### src/rtl/ftp_pkg.sv
package ftp_pkg;

   // Source that produced the current prediction
   typedef enum logic [1:0] {
      SRC_SEQ   = 2'd0,
      SRC_TABLE = 2'd1,
      SRC_STACK = 2'd2
   } pred_src_e;

   // Byte size of one instruction slot; the sequential PC adds this
   localparam int unsigned INSTR_BYTES = 4;
   localparam int unsigned OFS_W       = 2;

endpackage

### src/rtl/ftp_target_table.sv
module ftp_target_table #(
   parameter int unsigned PC_W  = 32,
   parameter int unsigned IDX_W = 4
) (
   input  logic            clk,
   input  logic            rst_n,
   input  logic [PC_W-1:0] look_pc,
   output logic            look_hit,
   output logic [PC_W-1:0] look_target,
   input  logic            upd_valid,
   input  logic [PC_W-1:0] upd_pc,
   input  logic            upd_taken,
   input  logic [PC_W-1:0] upd_target
);
   import ftp_pkg::*;

   localparam int unsigned ENTRIES = 1 << IDX_W;
   localparam int unsigned TAG_LO  = IDX_W + OFS_W;
   localparam int unsigned TAG_W   = PC_W - TAG_LO;

   generate
      if (IDX_W < 1 || IDX_W > 10) begin : g_bad_idx
         $error("ftp_target_table: IDX_W must be 1..10");
      end
      if (PC_W <= TAG_LO) begin : g_bad_tag
         $error("ftp_target_table: PC_W leaves no tag bits");
      end
   endgenerate

   logic [ENTRIES-1:0] vld_q;
   logic [TAG_W-1:0]   tag_q [ENTRIES];
   logic [PC_W-1:0]    tgt_q [ENTRIES];

   logic [IDX_W-1:0] look_idx, upd_idx;
   logic [TAG_W-1:0] look_tag, upd_tag;
   logic [2*OFS_W-1:0] unused_lsb;

   assign look_idx   = look_pc[TAG_LO-1:OFS_W];
   assign look_tag   = look_pc[PC_W-1:TAG_LO];
   assign upd_idx    = upd_pc[TAG_LO-1:OFS_W];
   assign upd_tag    = upd_pc[PC_W-1:TAG_LO];
   assign unused_lsb = {look_pc[OFS_W-1:0], upd_pc[OFS_W-1:0]};

   generate
      for (genvar e = 0; e < ENTRIES; e++) begin : g_slot
         logic sel, wr_en, clr_en;
         assign sel    = upd_valid && (upd_idx == IDX_W'(e));
         assign wr_en  = sel && upd_taken;
         assign clr_en = sel && !upd_taken && (tag_q[e] == upd_tag);

         always_ff @(posedge clk) begin
            if (!rst_n) begin
               vld_q[e] <= 1'b0;
            end else if (wr_en) begin
               vld_q[e] <= 1'b1;
            end else if (clr_en) begin
               vld_q[e] <= 1'b0;
            end
         end

         always_ff @(posedge clk) begin
            if (wr_en) begin
               tag_q[e] <= upd_tag;
               tgt_q[e] <= upd_target;
            end
         end
      end
   endgenerate

   // Lookup reads registered state only: a same-cycle write is not visible
   assign look_hit    = vld_q[look_idx] && (tag_q[look_idx] == look_tag);
   assign look_target = tgt_q[look_idx];

endmodule

### src/rtl/ftp_return_stack.sv
module ftp_return_stack #(
   parameter int unsigned PC_W  = 32,
   parameter int unsigned DEPTH = 4
) (
   input  logic            clk,
   input  logic            rst_n,
   input  logic            push,
   input  logic [PC_W-1:0] push_val,
   input  logic            pop,
   output logic            top_valid,
   output logic [PC_W-1:0] top_val
);
   localparam int unsigned PTR_W = (DEPTH > 1) ? $clog2(DEPTH) : 1;
   localparam int unsigned CNT_W = $clog2(DEPTH + 1);

   generate
      if (DEPTH < 2 || (DEPTH & (DEPTH - 1)) != 0) begin : g_bad_depth
         $error("ftp_return_stack: DEPTH must be a power of two >= 2");
      end
   endgenerate

   logic [PC_W-1:0]  mem_q [DEPTH];
   logic [PTR_W-1:0] wr_ptr_q;
   logic [CNT_W-1:0] cnt_q;
   logic             full, empty;

   assign full  = (cnt_q == CNT_W'(DEPTH));
   assign empty = (cnt_q == '0);

   // Pointer wraps naturally: a push when full lands on the oldest slot
   always_ff @(posedge clk) begin
      if (!rst_n) begin
         wr_ptr_q <= '0;
         cnt_q    <= '0;
      end else if (push) begin
         wr_ptr_q <= wr_ptr_q + 1'b1;
         if (!full) cnt_q <= cnt_q + 1'b1;
      end else if (pop && !empty) begin
         wr_ptr_q <= wr_ptr_q - 1'b1;
         cnt_q    <= cnt_q - 1'b1;
      end
   end

   always_ff @(posedge clk) begin
      if (push) mem_q[wr_ptr_q] <= push_val;
   end

   assign top_valid = !empty;
   assign top_val   = mem_q[wr_ptr_q - 1'b1];

endmodule

### src/rtl/ftp_next_pc_sel.sv
module ftp_next_pc_sel #(
   parameter int unsigned PC_W = 32
) (
   input  logic               fetch_pc_i [1],
   input  logic [PC_W-1:0]    fetch_pc,
   input  logic               is_ret,
   input  logic               stk_valid,
   input  logic [PC_W-1:0]    stk_val,
   input  logic               tbl_hit,
   input  logic [PC_W-1:0]    tbl_target,
   output logic               taken,
   output logic [PC_W-1:0]    next_pc,
   output ftp_pkg::pred_src_e src
);
   import ftp_pkg::*;

   logic [PC_W-1:0] seq_pc;
   logic            unused_dummy;

   assign unused_dummy = fetch_pc_i[0];
   assign seq_pc = fetch_pc + PC_W'(INSTR_BYTES);

   // Return hint owns the decision: stack or sequential, never the table
   always_comb begin
      src = SRC_SEQ;
      if (is_ret) begin
         if (stk_valid) src = SRC_STACK;
      end else if (tbl_hit) begin
         src = SRC_TABLE;
      end
   end

   always_comb begin
      unique case (src)
         SRC_STACK: next_pc = stk_val;
         SRC_TABLE: next_pc = tbl_target;
         default:   next_pc = seq_pc;
      endcase
   end

   assign taken = (src != SRC_SEQ);

endmodule

### src/rtl/fetch_target_pred.sv
module fetch_target_pred #(
   parameter int unsigned PC_W      = 32,
   parameter int unsigned IDX_W     = 4,
   parameter int unsigned RAS_DEPTH = 4
) (
   input  logic            clk,
   input  logic            rst_n,
   input  logic [PC_W-1:0] fetch_pc,
   input  logic            fetch_call,
   input  logic            fetch_ret,
   input  logic            upd_valid,
   input  logic [PC_W-1:0] upd_pc,
   input  logic            upd_taken,
   input  logic [PC_W-1:0] upd_target,
   output logic            pred_taken,
   output logic [PC_W-1:0] pred_next_pc,
   output logic            pred_hit,
   output logic            pred_from_ras
);
   import ftp_pkg::*;

   logic            tbl_hit, stk_valid;
   logic [PC_W-1:0] tbl_target, stk_val, ret_addr;
   pred_src_e       src;
   logic            tie_lo [1];

   assign tie_lo[0] = 1'b0;
   assign ret_addr  = fetch_pc + PC_W'(INSTR_BYTES);

   ftp_target_table #(.PC_W(PC_W), .IDX_W(IDX_W)) u_table (
      .clk(clk), .rst_n(rst_n),
      .look_pc(fetch_pc), .look_hit(tbl_hit), .look_target(tbl_target),
      .upd_valid(upd_valid), .upd_pc(upd_pc),
      .upd_taken(upd_taken), .upd_target(upd_target)
   );

   ftp_return_stack #(.PC_W(PC_W), .DEPTH(RAS_DEPTH)) u_stack (
      .clk(clk), .rst_n(rst_n),
      .push(fetch_call), .push_val(ret_addr),
      .pop(fetch_ret),
      .top_valid(stk_valid), .top_val(stk_val)
   );

   ftp_next_pc_sel #(.PC_W(PC_W)) u_sel (
      .fetch_pc_i(tie_lo),
      .fetch_pc(fetch_pc), .is_ret(fetch_ret),
      .stk_valid(stk_valid), .stk_val(stk_val),
      .tbl_hit(tbl_hit), .tbl_target(tbl_target),
      .taken(pred_taken), .next_pc(pred_next_pc), .src(src)
   );

   assign pred_hit      = (src == SRC_TABLE);
   assign pred_from_ras = (src == SRC_STACK);

endmodule

### config.mk
export PLATFORM = sky130hd
export DESIGN_NAME = fetch_target_pred
export DESIGN_NICKNAME = d
export VERILOG_FILES = /design/src/rtl/ftp_pkg.sv /design/src/rtl/ftp_target_table.sv /design/src/rtl/ftp_return_stack.sv /design/src/rtl/ftp_next_pc_sel.sv /design/src/rtl/fetch_target_pred.sv
export SDC_FILE = /design/constraint.sdc
export NUM_CORES = 1
export LEC_CHECK = 0
export ABC_AREA = 1
export BUFFER_PORTS_ARGS = -buffer_cell sky130_fd_sc_hd__clkbuf_2
export CORE_MARGIN = 10
export CORE_UTILIZATION = 50
export CTS_CLUSTER_SIZE = 24
export DETAILED_ROUTE_END_ITERATION = 10
export HOLD_SLACK_MARGIN = 0.15
export PLACE_DENSITY = 0.64
export SYNTH_ARGS = -nofsm -noshare
export SYNTH_HDL_FRONTEND = slang
export SYNTH_SLANG_ARGS = --single-unit
### constraint.sdc
create_clock -name clk -period 4.34 [get_ports clk]
set_input_delay 0.651 -clock clk [delete_from_list [all_inputs] [get_ports clk]]
set_output_delay 0.651 -clock clk [all_outputs]
set_load 0.02 [all_outputs]
==> results of run 1 <==
## cells by family (layout without fill, tap and decap cells)
family,after synthesis,count (layout),share of synthesized area
adder cells (fa/ha/maj),6,6,0.00167
AO/OA/AOI/OAI,657,657,0.0817
flip-flops,1077,1077,0.649
buffers and inverters,536,775,0.0435
XOR/XNOR,256,256,0.0453
other,0,6,0
AND/OR/NAND/NOR,2101,2102,0.179
## routing by layer
metal	routed length, um	global-route usage	vias to the layer above
li1	-	-	16601
met1	67000	0.402	18165
met2	72900	0.427	2140
met3	20300	0.0728	301
met4	5630	0.0972	16
met5	94	0	-
## through the flow
step                      total power, mW  utilization  std cells
after global routing                 24.3        0.573       6164
after CTS                            23.6        0.570       6152
after floorplan                      13.3            -       4633
after detailed placement             14.4        0.534       5949
after global placement               14.4        0.534       5949
final                                23.6        0.573       6166
## cell type report
cell class | count | area [sq um]
clock inverter | 63 | 597
clock buffer | 140 | 2920
multi-input combinational | 3021 | 15500
inverter | 260 | 1000
timing repair buffer | 312 | 2570
tap | 1287 | 1610
sequential | 1077 | 32100
fill | 8283 | 42000
antenna | 6 | 15.0
## report_power, final
group          switching (mW)  internal (mW)  total [mW]
registers              0.0663           11.6        11.7
clock network            4.07           5.23        9.31
logic                    1.84          0.742        2.58
## cells in the final DEF (no fill, tap or decap), types with 19 or more instances in the layout
cell       count
buf_12        35
clkbuf_2     130
clkbuf_1      26
nand2_1     1049
o221ai_1      26
o32ai_1       32
o21ai_0      239
xnor2_1      176
nor2_1       417
inv_1        246
a221oi_1      53
o22ai_1       36
clkbuf_16    114
o2111ai_1     21
nor4_1        34
nand4_1       65
a21oi_1      157
dfxtp_1       20
clkinv_2      23
nor3_1        31
nor2_4        19
buf_4        137
xor2_1        78
or2_2         48
clkinv_1      23
edfxtp_1    1056
o211ai_1      32
nand3_1      406
## flip-flops by register name, indices dropped and copies added, names as in the netlist
signal / count
u_stack.wr_ptr_q: 2
u_stack.mem_q: 128
u_table.tag_q: 416
u_table.vld_q: 16
u_stack.cnt_q: 3
u_table.tgt_q: 512
## worst register-to-register path, cell delays in order (launching register included)
cell and delay [ns]:
edfxtp_1 0.40, xnor2_1 0.77, nand4_1 0.51, nor4_1 0.37, nand3_1 0.22, a21oi_1 0.21
nor2_1 0.05
## final timing paths
check,from,cells after the start,to,slack [ns]
setup / recovery,fetch_pc[3],16,pred_next_pc[30],0.09
hold / removal,fetch_pc[0],1,u_stack.mem_q[3][0],0.19
setup reg to reg,u_table.tag_q[11][21],6,u_table.vld_q[11],1.65
hold reg to reg,u_table.vld_q[0],2,u_table.vld_q[0],0.47
## what timing repair did
item | in CTS | in global routing
buffers inserted | 0 | 4
gates resized for setup | 2 | 30
cloned | 0 | 4
endpoints found under the hold margin | 0 | 0
endpoints found under the setup margin | 1 | 32
pin swaps | 0 | 2
==> out/results.ini, run 1 <==
[yosys]
async_flop_share = 0
netlist_top_cells_area = edfxtp_1 (64%), nand2_1 (8.1%), nand3_1 (4.1%), nor2_1 (3.3%), xnor2_1 (3.1%)
synth_nets = 4741
yosysUniqueCellTypes = 43
synthFlopType = edfxtp_1
yosys.area.top_type_share = 0.640
yosys.area.top_type = edfxtp_1
yosys_register_bits = 1077
ys_top_cells_by_count = nand2_1 (1063), edfxtp_1 (1056), nor2_1 (436), nand3_1 (406), inv_1 (248)
synth_edf_count = 1056
synthCells = 4633
syn_area_sq_mm = 0.0495
yosysMostFrequentCell = nand2_1
avgSynthCellArea_sq_um = 10.7
ys_seq_area_frac = 0.649
yosysWarningCount = 0

[clock_tree]
cts_sinks = 1077
htreeDepth = 3
ctsHoldBuffers = 0
clock-root-buffer = clkbuf_16
cts_made_buffers = 109
cts_tree = yes
cts_buffer_depth = 3
clk_latency_ns = 0.71
clk_pin_slew_ns = 0.06

[timing]
max_freq_mhz = 235
fin_ws_ns = 0.0920
setup_tns_ns = 0
whs_ns = 0.192
final_hold_viol_count = 0
worstMarginPinSlew_ns = 0.985
min_period_ns = 4.25
slew_viol_final = 0
finClkSkew_ns = 0.0493
fin_crit_sh = 0.979
finalSetupViolations = 0
maxSlewHeadroom = 0.326

[status]
status = completed

[global_route]
grt_max_degree = 94
antenna_found_initial = 12
grt_util_all_layers = 0.285
grt_pass1_vias = 34513
grt_pass1_wl_um = 236000
overflow = 0

[critical_path]
crit_required_ns = 3.69
path_cells = buf_6 -> buf_4 -> ha_1 -> nand2_1 -> inv_1 -> nand3_1 -> nor2_2 -> nand2_1 -> nor2_1 -> nand3_1 -> nor4_2 -> xor2_1 -> buf_4 -> nand3_1 -> nand3_1 -> clkbuf_2
start_kind = input pin
end_kind = output port
crit_type = input pin to output port
arrival_ns = 3.60
crit_path_frequent_cell = nand3_1
cpMaxStageDelayCell = xor2_1
crit_buf_inv = 5
crit_family = simple AND/OR/NAND/NOR gates
slowest_delay_ns = 0.30
cp_max_fo = 13

[routing]
drc = 0
drt_iter0_markers = 5233
vias = 37223
drt-total-wl_um = 166000
wl_per_cell_um = 26.9
firstDrtPassIters = 7
ant_nets = 0
post_drt_via_cell_ratio = 6.04

[placed_design]
gp_congestion = 0.978
io_buffers = 134
place_area_sq_mm = 0.0525
hpwl_um = 107000
dp_slack_ns = -0.116

[layout]
drive_above_1_share = 0.119
area.growth.synth_to_final_pct = 13.6
design_area_sq_mm = 0.0563
nets = 4889

[job]
cap_violations = 0

[power_and_ir_drop]
p_leak_nw = 20.3
p_per_area_mw_per_mm2 = 419
ir_drop_v = 0.000373

[floorplanning]
num_rows = 115
io_pins = 137
die_y_um = 335
initial_utilization = 0.504
core_area_sq_mm = 0.0983
die-area_sq_mm = 0.112
die_w_um = 335

[min_path]
min_path_type = input pin to flop

Power figures use the tool's default switching activity.
==> run 2: changes to the inputs <==
--- a/config.mk
+++ b/config.mk
@@ -5,7 +5,6 @@
 export SDC_FILE = /design/constraint.sdc
 export NUM_CORES = 1
 export LEC_CHECK = 0
-export ABC_AREA = 1
 export BUFFER_PORTS_ARGS = -buffer_cell sky130_fd_sc_hd__clkbuf_2
 export CORE_MARGIN = 10
 export CORE_UTILIZATION = 50
==> out/results.ini, run 2 <==
[status]
status = finished with violations
violations = negative setup slack

[yosys]
yosys.area.top_type = edfxtp_1
synthFlopType = edfxtp_1
yosysUniqueCellTypes = 72
ys_top_cells_by_count = edfxtp_1 (1056), xnor2_1 (242), mux4_2 (230), xor2_1 (230), mux2i_1 (142)
async_flop_share = 0
avgSynthCellArea_sq_um = 17.2
syn_area_sq_mm = 0.0482
yosysMostFrequentCell = edfxtp_1
netlist_top_cells_area = edfxtp_1 (66%), mux4_2 (11%), xnor2_1 (4.4%), xor2_1 (4.2%), mux2i_1 (2.9%)
yosys_register_bits = 1077
ys_seq_area_frac = 0.666
yosys.area.top_type_share = 0.657
synth_nets = 2911
synthCells = 2803
yosysWarningCount = 0
synth_edf_count = 1056

[timing]
min_period_ns = 4.52
maxSlewHeadroom = 0.214
setup_tns_ns = -4.66
rsz0062_at_grt = yes
max_freq_mhz = 221
slew_viol_final = 0
fin_crit_sh = 1.04
finalSetupViolations = 33
finClkSkew_ns = 0.0247
worstMarginPinSlew_ns = 1.18
fin_ws_ns = -0.182
final_hold_viol_count = 0

[power_and_ir_drop]
ir_drop_v = 0.000319
power_switching_share = 0.255
p_comb_frac = 0.143
power_frac_seq = 0.486
p_per_area_mw_per_mm2 = 428
p_leak_nw = 18.7
design_power_total_mw = 24.2
clkPwrFrac = 0.370
intPower_mw = 18.0
net-switching-power_mw = 6.17

[layout]
final_common_cell = edfxtp_1
design_area_sq_mm = 0.0566
drive_above_1_share = 0.282
reg.largest.list = u_table.tgt_q x512, u_table.tag_q x416, u_stack.mem_q x128
largest_register_ffs = 512
finalNonFillerCells = 4518
final_cell_mix = edfxtp_1 (1056), buf_4 (249), xnor2_1 (242)
area.growth.synth_to_final_pct = 17.4
top_register = u_table.tgt_q
nets = 3270
final_core_util = 0.594

[clock_tree]
clk_pin_slew_ns = 0.06
cts_tree = yes
clock-root-buffer = clkbuf_16
cts_sinks = 1077
htreeDepth = 3
cts_buffer_depth = 3
cts_made_buffers = 108
clk_latency_ns = 0.71
ctsHoldBuffers = 0

[floorplanning]
initial_utilization = 0.506
die-area_sq_mm = 0.109
io_pins = 137
core_area_sq_mm = 0.0953
die_w_um = 331
die_y_um = 331
num_rows = 113

[placed_design]
hpwl_um = 104000
io_buffers = 134
place_area_sq_mm = 0.0519
place_inst = 4274
gp_congestion = 0.971

[critical_path]
crit_family = compound AO/OA/AOI/OAI gates
crit_required_ns = 3.69
cp_max_fo = 11
crit_type = flop to output port
crit_buf_inv = 3
start_kind = flop
slowest_delay_ns = 0.49
cpMaxStageDelayCell = mux4_2
arrival_ns = 3.87
path_cells = mux4_2 -> and2_4 -> o41a_1 -> a311oi_2 -> o2111ai_2 -> and4bb_4 -> buf_12 -> buf_16 -> a41oi_2 -> o21ai_2 -> clkbuf_8
end_kind = output port

[routing]
post_drt_via_cell_ratio = 6.36
ant_nets = 0
drc = 0
vias = 28752
drt_iter0_markers = 3856
firstDrtPassIters = 8
wl_per_cell_um = 33.8
drt-total-wl_um = 153000

[job]
cap_violations = 0

[global_route]
antenna_found_initial = 7
grt_util_all_layers = 0.276
overflow = 0
grt_pass1_wl_um = 214000
grt_max_degree = 60
grt_pass1_vias = 28653

[min_path]
min_path_type = input pin to flop

[run 2: changes by cell type after synthesis, moves of 77 or more]
| cell | before | now |
|---|---|---|
| mux4_2 | 0 | 230 |
| nand2_1 | 1063 | 85 |
| nand3_1 | 406 | 21 |
| mux2i_1 | 0 | 142 |
| clkbuf_1 | 171 | 94 |
| xor2_1 | 80 | 230 |
| inv_1 | 248 | 20 |
| nor2_1 | 436 | 41 |
| o21ai_0 | 239 | 17 |
| a21oi_1 | 158 | 40 |
[run 2: power by group through the flow]
stage | combinational (mW) | sequential, mW | clock [mW]
finish | 3.47 | 11.8 | 8.97
global route | 3.62 | 11.8 | 9.50
CTS | 3.32 | 11.8 | 9.07
detailed placement | 3.09 | 12.0 | 0
global placement | 3.06 | 12.0 | 0
floorplan | 1.79 | 12.0 | 0
[run 2: kinds of logic (layout without fill, tap and decap cells)]
family | count (synthesis) | count (layout) | synth area share
buf+inv | 204 | 651 | 0.0208
compound gates | 255 | 255 | 0.0405
other cells | 0 | 3 | 0
xor+xnor | 472 | 472 | 0.0857
flops | 1077 | 1077 | 0.666
simple gates | 410 | 410 | 0.0466
fa+ha+maj | 6 | 6 | 0.00171
mux | 379 | 379 | 0.139
[run 2: final timing paths]
check                        endpoint  cells after the start            startpoint  slack [ns]
setup / recovery      pred_next_pc[0]                     11  u_table.tag_q[6][11]       -0.18
hold / removal    u_stack.mem_q[1][1]                      1           fetch_pc[1]        0.24
setup reg to reg     u_table.vld_q[4]                      8  u_table.tag_q[4][11]        1.93
hold reg to reg     u_table.vld_q[11]                      2     u_table.vld_q[11]        0.51
[run 2: final cells by class]
type                    instances  area [sq um]
inverters                      24          91.3
multi-input cells            1522         15700
repair buffers                429          3770
clock inverters                62           541
flip-flops and latches       1077         32100
clock buffers                 136          2840
well taps                    1265          1580
fillers                      7110         38700
diodes                          3          7.51
[run 2: per-stage QoR]
stage | setup WS [ns] | hold slack (ns)
after global placement | -0.550 | 0.489
after floorplan | 0.140 | 0.473
after CTS | -0.140 | 0.202
after global routing | -0.299 | 0.222
after detailed placement | -0.561 | 0.498
final | -0.182 | 0.239
[run 2: what timing repair did]
action                     in CTS  in global routing
resized for setup             108                 76
setup buffers                  33                  3
setup endpoints to repair      34                 34
cloned                          7                  2
pin swaps                      14                 29
hold endpoints to repair        0                  0
[run 2: metal layers]
metal	GRT usage	wire length, um	up-vias
li1	-	-	11859
met1	0.381	60500	15083
met2	0.435	72200	1541
met3	0.0521	14100	263
met4	0.102	6000	6
met5	0	35	-
[run 2: worst register-to-register path, stage by stage, from the launching register on]
cell and delay [ns]:
edfxtp_1 0.40, buf_4 0.16, xor2_1 0.15, nor4_1 0.53, nand4_1 0.15, nor4_1 0.52
nand4_1 0.17, a21oi_1 0.18, nor2b_1 0.06
